===== src/rtl/rv_ctl_pkg.sv =====
package rv_ctl_pkg;

    localparam int INST_W = 32;

    // opcode bits 6:2 of the supported classes
    localparam logic [4:0] OPC_RR     = 5'b01100;
    localparam logic [4:0] OPC_IMM    = 5'b00100;
    localparam logic [4:0] OPC_LOAD   = 5'b00000;
    localparam logic [4:0] OPC_STORE  = 5'b01000;
    localparam logic [4:0] OPC_BRANCH = 5'b11000;
    localparam logic [4:0] OPC_JAL    = 5'b11011;
    localparam logic [4:0] OPC_JALR   = 5'b11001;
    localparam logic [4:0] OPC_AUIPC  = 5'b00101;

    typedef enum logic [3:0] {
        CLS_BAD, CLS_RR, CLS_ADDI, CLS_LOAD, CLS_STORE,
        CLS_BRANCH, CLS_JAL, CLS_JALR, CLS_AUIPC
    } op_class_e;

    typedef enum logic [1:0] {BRK_EQ, BRK_NE, BRK_LT, BRK_LTU} br_kind_e;

    typedef enum logic [2:0] {IMM_I = 3'd0, IMM_S = 3'd1, IMM_B = 3'd2,
                              IMM_U = 3'd3, IMM_J = 3'd4} imm_fmt_e;

    typedef enum logic [1:0] {WB_MEM = 2'd0, WB_ALU = 2'd1, WB_PC4 = 2'd2} wb_src_e;

    typedef enum logic [3:0] {
        ALU_ADD = 4'd0, ALU_SUB = 4'd1, ALU_SLL = 4'd2, ALU_SLT = 4'd3,
        ALU_SLTU = 4'd4, ALU_XOR = 4'd5, ALU_SRL = 4'd6, ALU_SRA = 4'd7,
        ALU_OR = 4'd8, ALU_AND = 4'd9
    } alu_op_e;

    // the decoded fields of an instruction word
    typedef struct packed {
        logic [4:0] opc;
        logic [2:0] f3;
        logic       alt;
    } dec_fields_t;

    function automatic dec_fields_t pick_fields(input logic [INST_W-1:0] w);
        dec_fields_t f;
        f.opc = w[6:2];
        f.f3  = w[14:12];
        f.alt = w[30];
        return f;
    endfunction

endpackage


===== src/rtl/rv_ctl_classify.sv =====
module rv_ctl_classify
    import rv_ctl_pkg::*;
(
    input  dec_fields_t fld,
    output op_class_e   cls,
    output br_kind_e    bkind
);
    always_comb begin
        cls   = CLS_BAD;
        bkind = BRK_EQ;
        unique case (fld.opc)
            OPC_RR:    cls = CLS_RR;
            OPC_IMM:   if (fld.f3 == 3'b000) cls = CLS_ADDI;
            OPC_LOAD:  if (fld.f3 == 3'b010) cls = CLS_LOAD;
            OPC_STORE: if (fld.f3 == 3'b010) cls = CLS_STORE;
            OPC_JAL:   cls = CLS_JAL;
            OPC_JALR:  if (fld.f3 == 3'b000) cls = CLS_JALR;
            OPC_AUIPC: cls = CLS_AUIPC;
            OPC_BRANCH: begin
                unique case (fld.f3)
                    3'b000: begin cls = CLS_BRANCH; bkind = BRK_EQ;  end
                    3'b001: begin cls = CLS_BRANCH; bkind = BRK_NE;  end
                    3'b100: begin cls = CLS_BRANCH; bkind = BRK_LT;  end
                    3'b110: begin cls = CLS_BRANCH; bkind = BRK_LTU; end
                    default: ;
                endcase
            end
            default: ;
        endcase
    end
endmodule


===== src/rtl/rv_ctl_next_pc.sv =====
module rv_ctl_next_pc
    import rv_ctl_pkg::*;
(
    input  op_class_e cls,
    input  br_kind_e  bkind,
    input  logic      eq_flag,
    input  logic      lt_flag,
    output logic      take_alu,
    output logic      unsigned_cmp
);
    logic cond_met;

    always_comb begin
        unique case (bkind)
            BRK_EQ:  cond_met = eq_flag;
            BRK_NE:  cond_met = !eq_flag;
            default: cond_met = lt_flag;
        endcase
    end

    always_comb begin
        unsigned_cmp = (cls == CLS_BRANCH) && (bkind == BRK_LTU);
        unique case (cls)
            CLS_JAL, CLS_JALR: take_alu = 1'b1;
            CLS_BRANCH:        take_alu = cond_met;
            default:           take_alu = 1'b0;
        endcase
    end
endmodule


===== src/rtl/rv_ctl_alu_pick.sv =====
module rv_ctl_alu_pick
    import rv_ctl_pkg::*;
#(
    parameter int ALU_SEL_W = 4
) (
    input  op_class_e              cls,
    input  dec_fields_t            fld,
    output logic [ALU_SEL_W-1:0]   op
);
    localparam int CODE_W = $bits(alu_op_e);
    alu_op_e sel;

    always_comb begin
        sel = ALU_ADD;
        if (cls == CLS_RR) begin
            unique case (fld.f3)
                3'b000: sel = fld.alt ? ALU_SUB : ALU_ADD;
                3'b001: sel = ALU_SLL;
                3'b010: sel = ALU_SLT;
                3'b011: sel = ALU_SLTU;
                3'b100: sel = ALU_XOR;
                3'b101: sel = fld.alt ? ALU_SRA : ALU_SRL;
                3'b110: sel = ALU_OR;
                default: sel = ALU_AND;
            endcase
        end
    end

    generate
        if (ALU_SEL_W > CODE_W) begin : g_wide
            assign op = {{(ALU_SEL_W-CODE_W){1'b0}}, sel};
        end else begin : g_fit
            assign op = sel[ALU_SEL_W-1:0];
        end
    endgenerate
endmodule


===== src/rtl/rv_ctl_decoder.sv =====
module rv_ctl_decoder
    import rv_ctl_pkg::*;
#(
    parameter int ALU_SEL_W = 4
) (
    input  logic [31:0]          inst,
    input  logic                 br_eq,
    input  logic                 br_lt,
    output logic                 pc_sel,
    output logic [2:0]           imm_sel,
    output logic                 reg_wen,
    output logic                 br_un,
    output logic                 a_sel,
    output logic                 b_sel,
    output logic [ALU_SEL_W-1:0] alu_sel,
    output logic                 mem_wr,
    output logic [1:0]           wb_sel
);
    dec_fields_t fld;
    op_class_e   cls;
    br_kind_e    bkind;
    imm_fmt_e    imm_f;
    wb_src_e     wb_f;
    logic        unused_bits;

    assign fld         = pick_fields(inst);
    assign unused_bits = ^{inst[31], inst[29:15], inst[11:7], inst[1:0]};

    rv_ctl_classify u_classify (.fld(fld), .cls(cls), .bkind(bkind));

    rv_ctl_next_pc u_next_pc (
        .cls(cls), .bkind(bkind), .eq_flag(br_eq), .lt_flag(br_lt),
        .take_alu(pc_sel), .unsigned_cmp(br_un)
    );

    rv_ctl_alu_pick #(.ALU_SEL_W(ALU_SEL_W)) u_alu_pick (
        .cls(cls), .fld(fld), .op(alu_sel)
    );

    always_comb begin
        imm_f   = IMM_I;
        wb_f    = WB_ALU;
        reg_wen = 1'b0;
        a_sel   = 1'b0;
        b_sel   = 1'b1;
        mem_wr  = 1'b0;
        unique case (cls)
            CLS_RR:     begin reg_wen = 1'b1; b_sel = 1'b0; end
            CLS_ADDI:   reg_wen = 1'b1;
            CLS_LOAD:   begin reg_wen = 1'b1; wb_f = WB_MEM; end
            CLS_STORE:  begin imm_f = IMM_S; mem_wr = 1'b1; end
            CLS_BRANCH: begin imm_f = IMM_B; a_sel = 1'b1; end
            CLS_JAL:    begin imm_f = IMM_J; reg_wen = 1'b1; a_sel = 1'b1; wb_f = WB_PC4; end
            CLS_JALR:   begin reg_wen = 1'b1; wb_f = WB_PC4; end
            CLS_AUIPC:  begin imm_f = IMM_U; reg_wen = 1'b1; a_sel = 1'b1; end
            default:    b_sel = 1'b0;
        endcase
    end

    assign imm_sel = imm_f;
    assign wb_sel  = wb_f;

    // checks across the classifier, next-PC unit, ALU picker and signal table
    always_comb begin
        assert_bad_quiet_R13: assert (cls != CLS_BAD || (!reg_wen && !mem_wr && !pc_sel))
            else $error("unrecognised encoding changes state");
        assert_store_no_wen_R5: assert (!mem_wr || (!reg_wen && !pc_sel && alu_sel == ALU_SEL_W'(0)))
            else $error("store also writes register or redirects");
        assert_redirect_src_R7: assert (!pc_sel || wb_sel == 2'd2 || imm_sel == 3'd2)
            else $error("PC redirect outside jump or branch");
        assert_unsigned_only_branch_R8: assert (!br_un || (imm_sel == 3'd2 && !reg_wen))
            else $error("unsigned compare outside branch");
        assert_link_jumps_R9: assert (wb_sel != 2'd2 || (pc_sel && reg_wen))
            else $error("link write-back without jump");
    end
endmodule


===== config.mk =====
export PLATFORM = sky130hd
export DESIGN_NAME = rv_ctl_decoder
export DESIGN_NICKNAME = d
export VERILOG_FILES = /design/src/rtl/rv_ctl_pkg.sv /design/src/rtl/rv_ctl_classify.sv /design/src/rtl/rv_ctl_next_pc.sv /design/src/rtl/rv_ctl_alu_pick.sv /design/src/rtl/rv_ctl_decoder.sv
export SDC_FILE = /design/constraint.sdc
export NUM_CORES = 1
export LEC_CHECK = 0
export BUFFER_PORTS_ARGS = -buffer_cell sky130_fd_sc_hd__buf_2
export CORE_AREA = 5 5 42 44
export DETAILED_ROUTE_END_ITERATION = 10
export DIE_AREA = 0 0 47 49
export GPL_TIMING_DRIVEN = 0
export PLACE_DENSITY_LB_ADDON = 0.1
export SLEW_MARGIN = 5
export SYNTH_ARGS = -nofsm -noshare
export SYNTH_HDL_FRONTEND = slang
export SYNTH_SLANG_ARGS = --single-unit

===== constraint.sdc =====
create_clock -name vclk -period 1.37
set_input_delay 0.2055 -clock vclk [all_inputs]
set_output_delay 0.2055 -clock vclk [all_outputs]
set_load 0.01 [all_outputs]

==> flow_summary_export.csv <==
group,metric,value,unit
logic_synthesis,netlist.area_leader.share,0.08654,
logic_synthesis,synthCells,55,
critical_path,crit_type,"input port to output pin",
global_routing,grt_pass1_vias,414,
timing,finalSetupTns,0,ns
power_and_ir_drop,total_power,121.5,uW
floorplanning,core_area,0.001401,sq mm
logic_synthesis,synth_simple_gate_area_share,0.5513,
power_and_ir_drop,combPwrFrac,1.000,
timing,min_period,1.327,ns
run,maxCapViolations,0,
route,ant_nets,0,
global_routing,antenna_found_initial,0,
timing,tightest_slew,0.2869,ns
layout,nets,114,
logic_synthesis,netlist_area,390.4,sq um
floorplanning,io_pins,49,
power_and_ir_drop,power_density,224.3,mW/mm^2
placement,dpl.hpwl,897.1,microns
logic_synthesis,synthMuxAreaShare,0.08013,
critical_path,cp-end-kind,"output pin",
logic_synthesis,avgSynthCellArea,7.098,sq um
logic_synthesis,synth_xor_area_frac,0.02244,
logic_synthesis,synth-compound-area-share,0.2276,
min_path,hp-start,"inst[5]",
timing,setup_viol,0,
logic_synthesis,synth_top_family_by_area,"simple AND/OR/NAND/NOR gates",
timing,fmax,0.7537,GHz
timing,min_period_over_period,0.9685,
power_and_ir_drop,power_frac_seq,0,
power_and_ir_drop,pwr-share-clk,0,
layout,final_common_cell,"buf_2",
route,drtIter0Drc,6,
critical_path,cp_cell_sequence,"buf_2 -> and2b_1 -> nand2b_1 -> o311ai_1 -> buf_2",
logic_synthesis,synth_nets,89,
cts,hold_buffers,0,
power_and_ir_drop,swShare,0.5418,
placement,dp_cells,94,
timing,maxSlewViolCount,0,
layout,nClkBuffers,0,
timing,holdWs,0.7371,ns
logic_synthesis,yosysTopAreaCell,"nor2_1",
layout,instances_no_fill,94,
placement,place_area,525.5,sq um
global_routing,overflow,0,
timing,hold_viol_final,0,
logic_synthesis,ys_seq_area_frac,0,
run_status,outcome,"finished, final reports clean",
critical_path,cp_slowest_cell,"and2b_1",
layout,layout-drive-gt1-share,0.4744,
cts,postCtsSetupRepairBufs,0,
power_and_ir_drop,leakage,0.0002781,uW
floorplanning,die_w,47,microns
logic_synthesis,synth.distinct_cells,31,
route,vias,463,
floorplanning,start_util,0.2786,
layout,mostFrequentLayoutCells,"22 x buf_2, 9 x nor2_1, 6 x nand2_1",
route,vias_per_cell,4.926,
route,drc,0,
power_and_ir_drop,vdd_drop_max,0.08829,mV
logic_synthesis,synth_fa_ha_area_frac,0,
min_path,hold_class,"input port to output pin",
layout,num_antenna_cells,0,
layout,nFlopsAndLatches,0,
route,drt-pass1-iter-count,2,
placement,io_buffers,23,
layout,multi_input_area,351.6,sq um
global_routing,grt_use_total,0.09480,
critical_path,crit_path_max_fanout,4,
power_and_ir_drop,p_int,55.69,uW
critical_path,cp.required,1.16,ns
timing,max_slew_margin,0.8073,
floorplanning,die_area,0.002303,sq mm
placement,place.gp.congestion,0.6672,
route,finalWirelength,1.054,mm
critical_path,arrival,1.12,ns
layout,nFillCells,180,
critical_path,max_stage_delay,0.26,ns
logic_synthesis,synthTopCellsByArea,"nor2_1 8.7%, buf_6 5.8%, nand2_1 5.8%",
critical_path,critPathLaunch,"inst[6]",
floorplanning,rows,14,
power_and_ir_drop,switching_power,65.85,uW
critical_path,cpMostUsedCell,"buf_2",
timing,rsz0062_at_grt,"true",
global_routing,grt_pass1_wl,1.773,mm
layout,syn_to_final_growth,38.78,%
floorplanning,die_y,49,microns
critical_path,cp-start-kind,"input port",
logic_synthesis,ys_warn_count,0,
global_routing,grt_max_degree,11,
layout,design_area,541.8,sq um
layout,seqCellArea,0,sq um
route,routedWlPerCell,11.21,microns
-- layout make-up --
cell class	instances	area share
plain buffers	4	0.07621
inverters	3	0.02079
multi-input cells	48	0.6490
well taps	16	0.03695
repair buffers	23	0.2171
-- synth_stat cells, drive strengths merged --
| cell | number |
|---|---|
| nor2 | 9 |
| nand2 | 6 |
| buf | 4 |
| nand2b | 4 |
| and3 | 3 |
| inv | 3 |
| a32oi | 2 |
| and2 | 2 |
| and2b | 2 |
| mux2i | 2 |
| nand3 | 2 |
| nor3 | 2 |
| o21bai | 2 |
| a21oi | 1 |
| and3b | 1 |
| and4 | 1 |
| mux2 | 1 |
| nor2b | 1 |
| nor4 | 1 |
| o211ai | 1 |
| o21ai | 1 |
| o221ai | 1 |
| o311ai | 1 |
| o32ai | 1 |
| xor2 | 1 |
-- cells by family after synthesis --
logic type,after synthesis
xor gates and xnor gates,1
buffers and inverters,7
AOI/OAI and AO/OA,10
and+or+nand+nor,34
muxes,3
-- layer usage --
layer  vias to the layer above  track usage  part of all wire
li1                        244            -                 -
met3                         0            0             0.054
met2                        10       0.1697              0.52
met5                         -            0                 0
met4                         0            0                 0
met1                       209       0.1307              0.42
-- worst max-delay path: cells and delay by family --
family,cells,cell delay [ns]
compound gates,1,0.26
simple gates,2,0.35
buf+inv,2,0.29
-- final timing paths --
kind | to | cells after the start | slack, ns
max | reg_wen | 5 | 0.04
min | imm_sel[0] | 3 | 0.74
-- stage by stage --
| step | utilization | setup WS [ns] |
|---|---|---|
| 2_1_floorplan | - | 0.1722 |
| 3_3_place_gp | 0.3750 | 0.0009937 |
| 3_5_place_dp | 0.3750 | -0.005748 |
| 4_1_cts | 0.3768 | 0.02979 |
| 5_1_grt | 0.3866 | -0.03722 |
| 6_report | 0.3866 | 0.04317 |
-- power groups by stage --
| stage | Combinational (uW) | Sequential [uW] | Clock [uW] |
|---|---|---|---|
| detailed placement | 118 | 0 | 0 |
| global route | 135 | 0 | 0 |
| CTS | 119 | 0 | 0 |
| floorplan | 77.1 | 0 | 0 |
| finish | 122 | 0 | 0 |
| global placement | 117 | 0 | 0 |
-- repair_timing --
item                                    in CTS  in global routing
pin swaps                                    0                  4
endpoints found under the setup margin       1                  6
gates resized for setup                      1                  5
No activity file was read; power rests on OpenSTA's default activity.
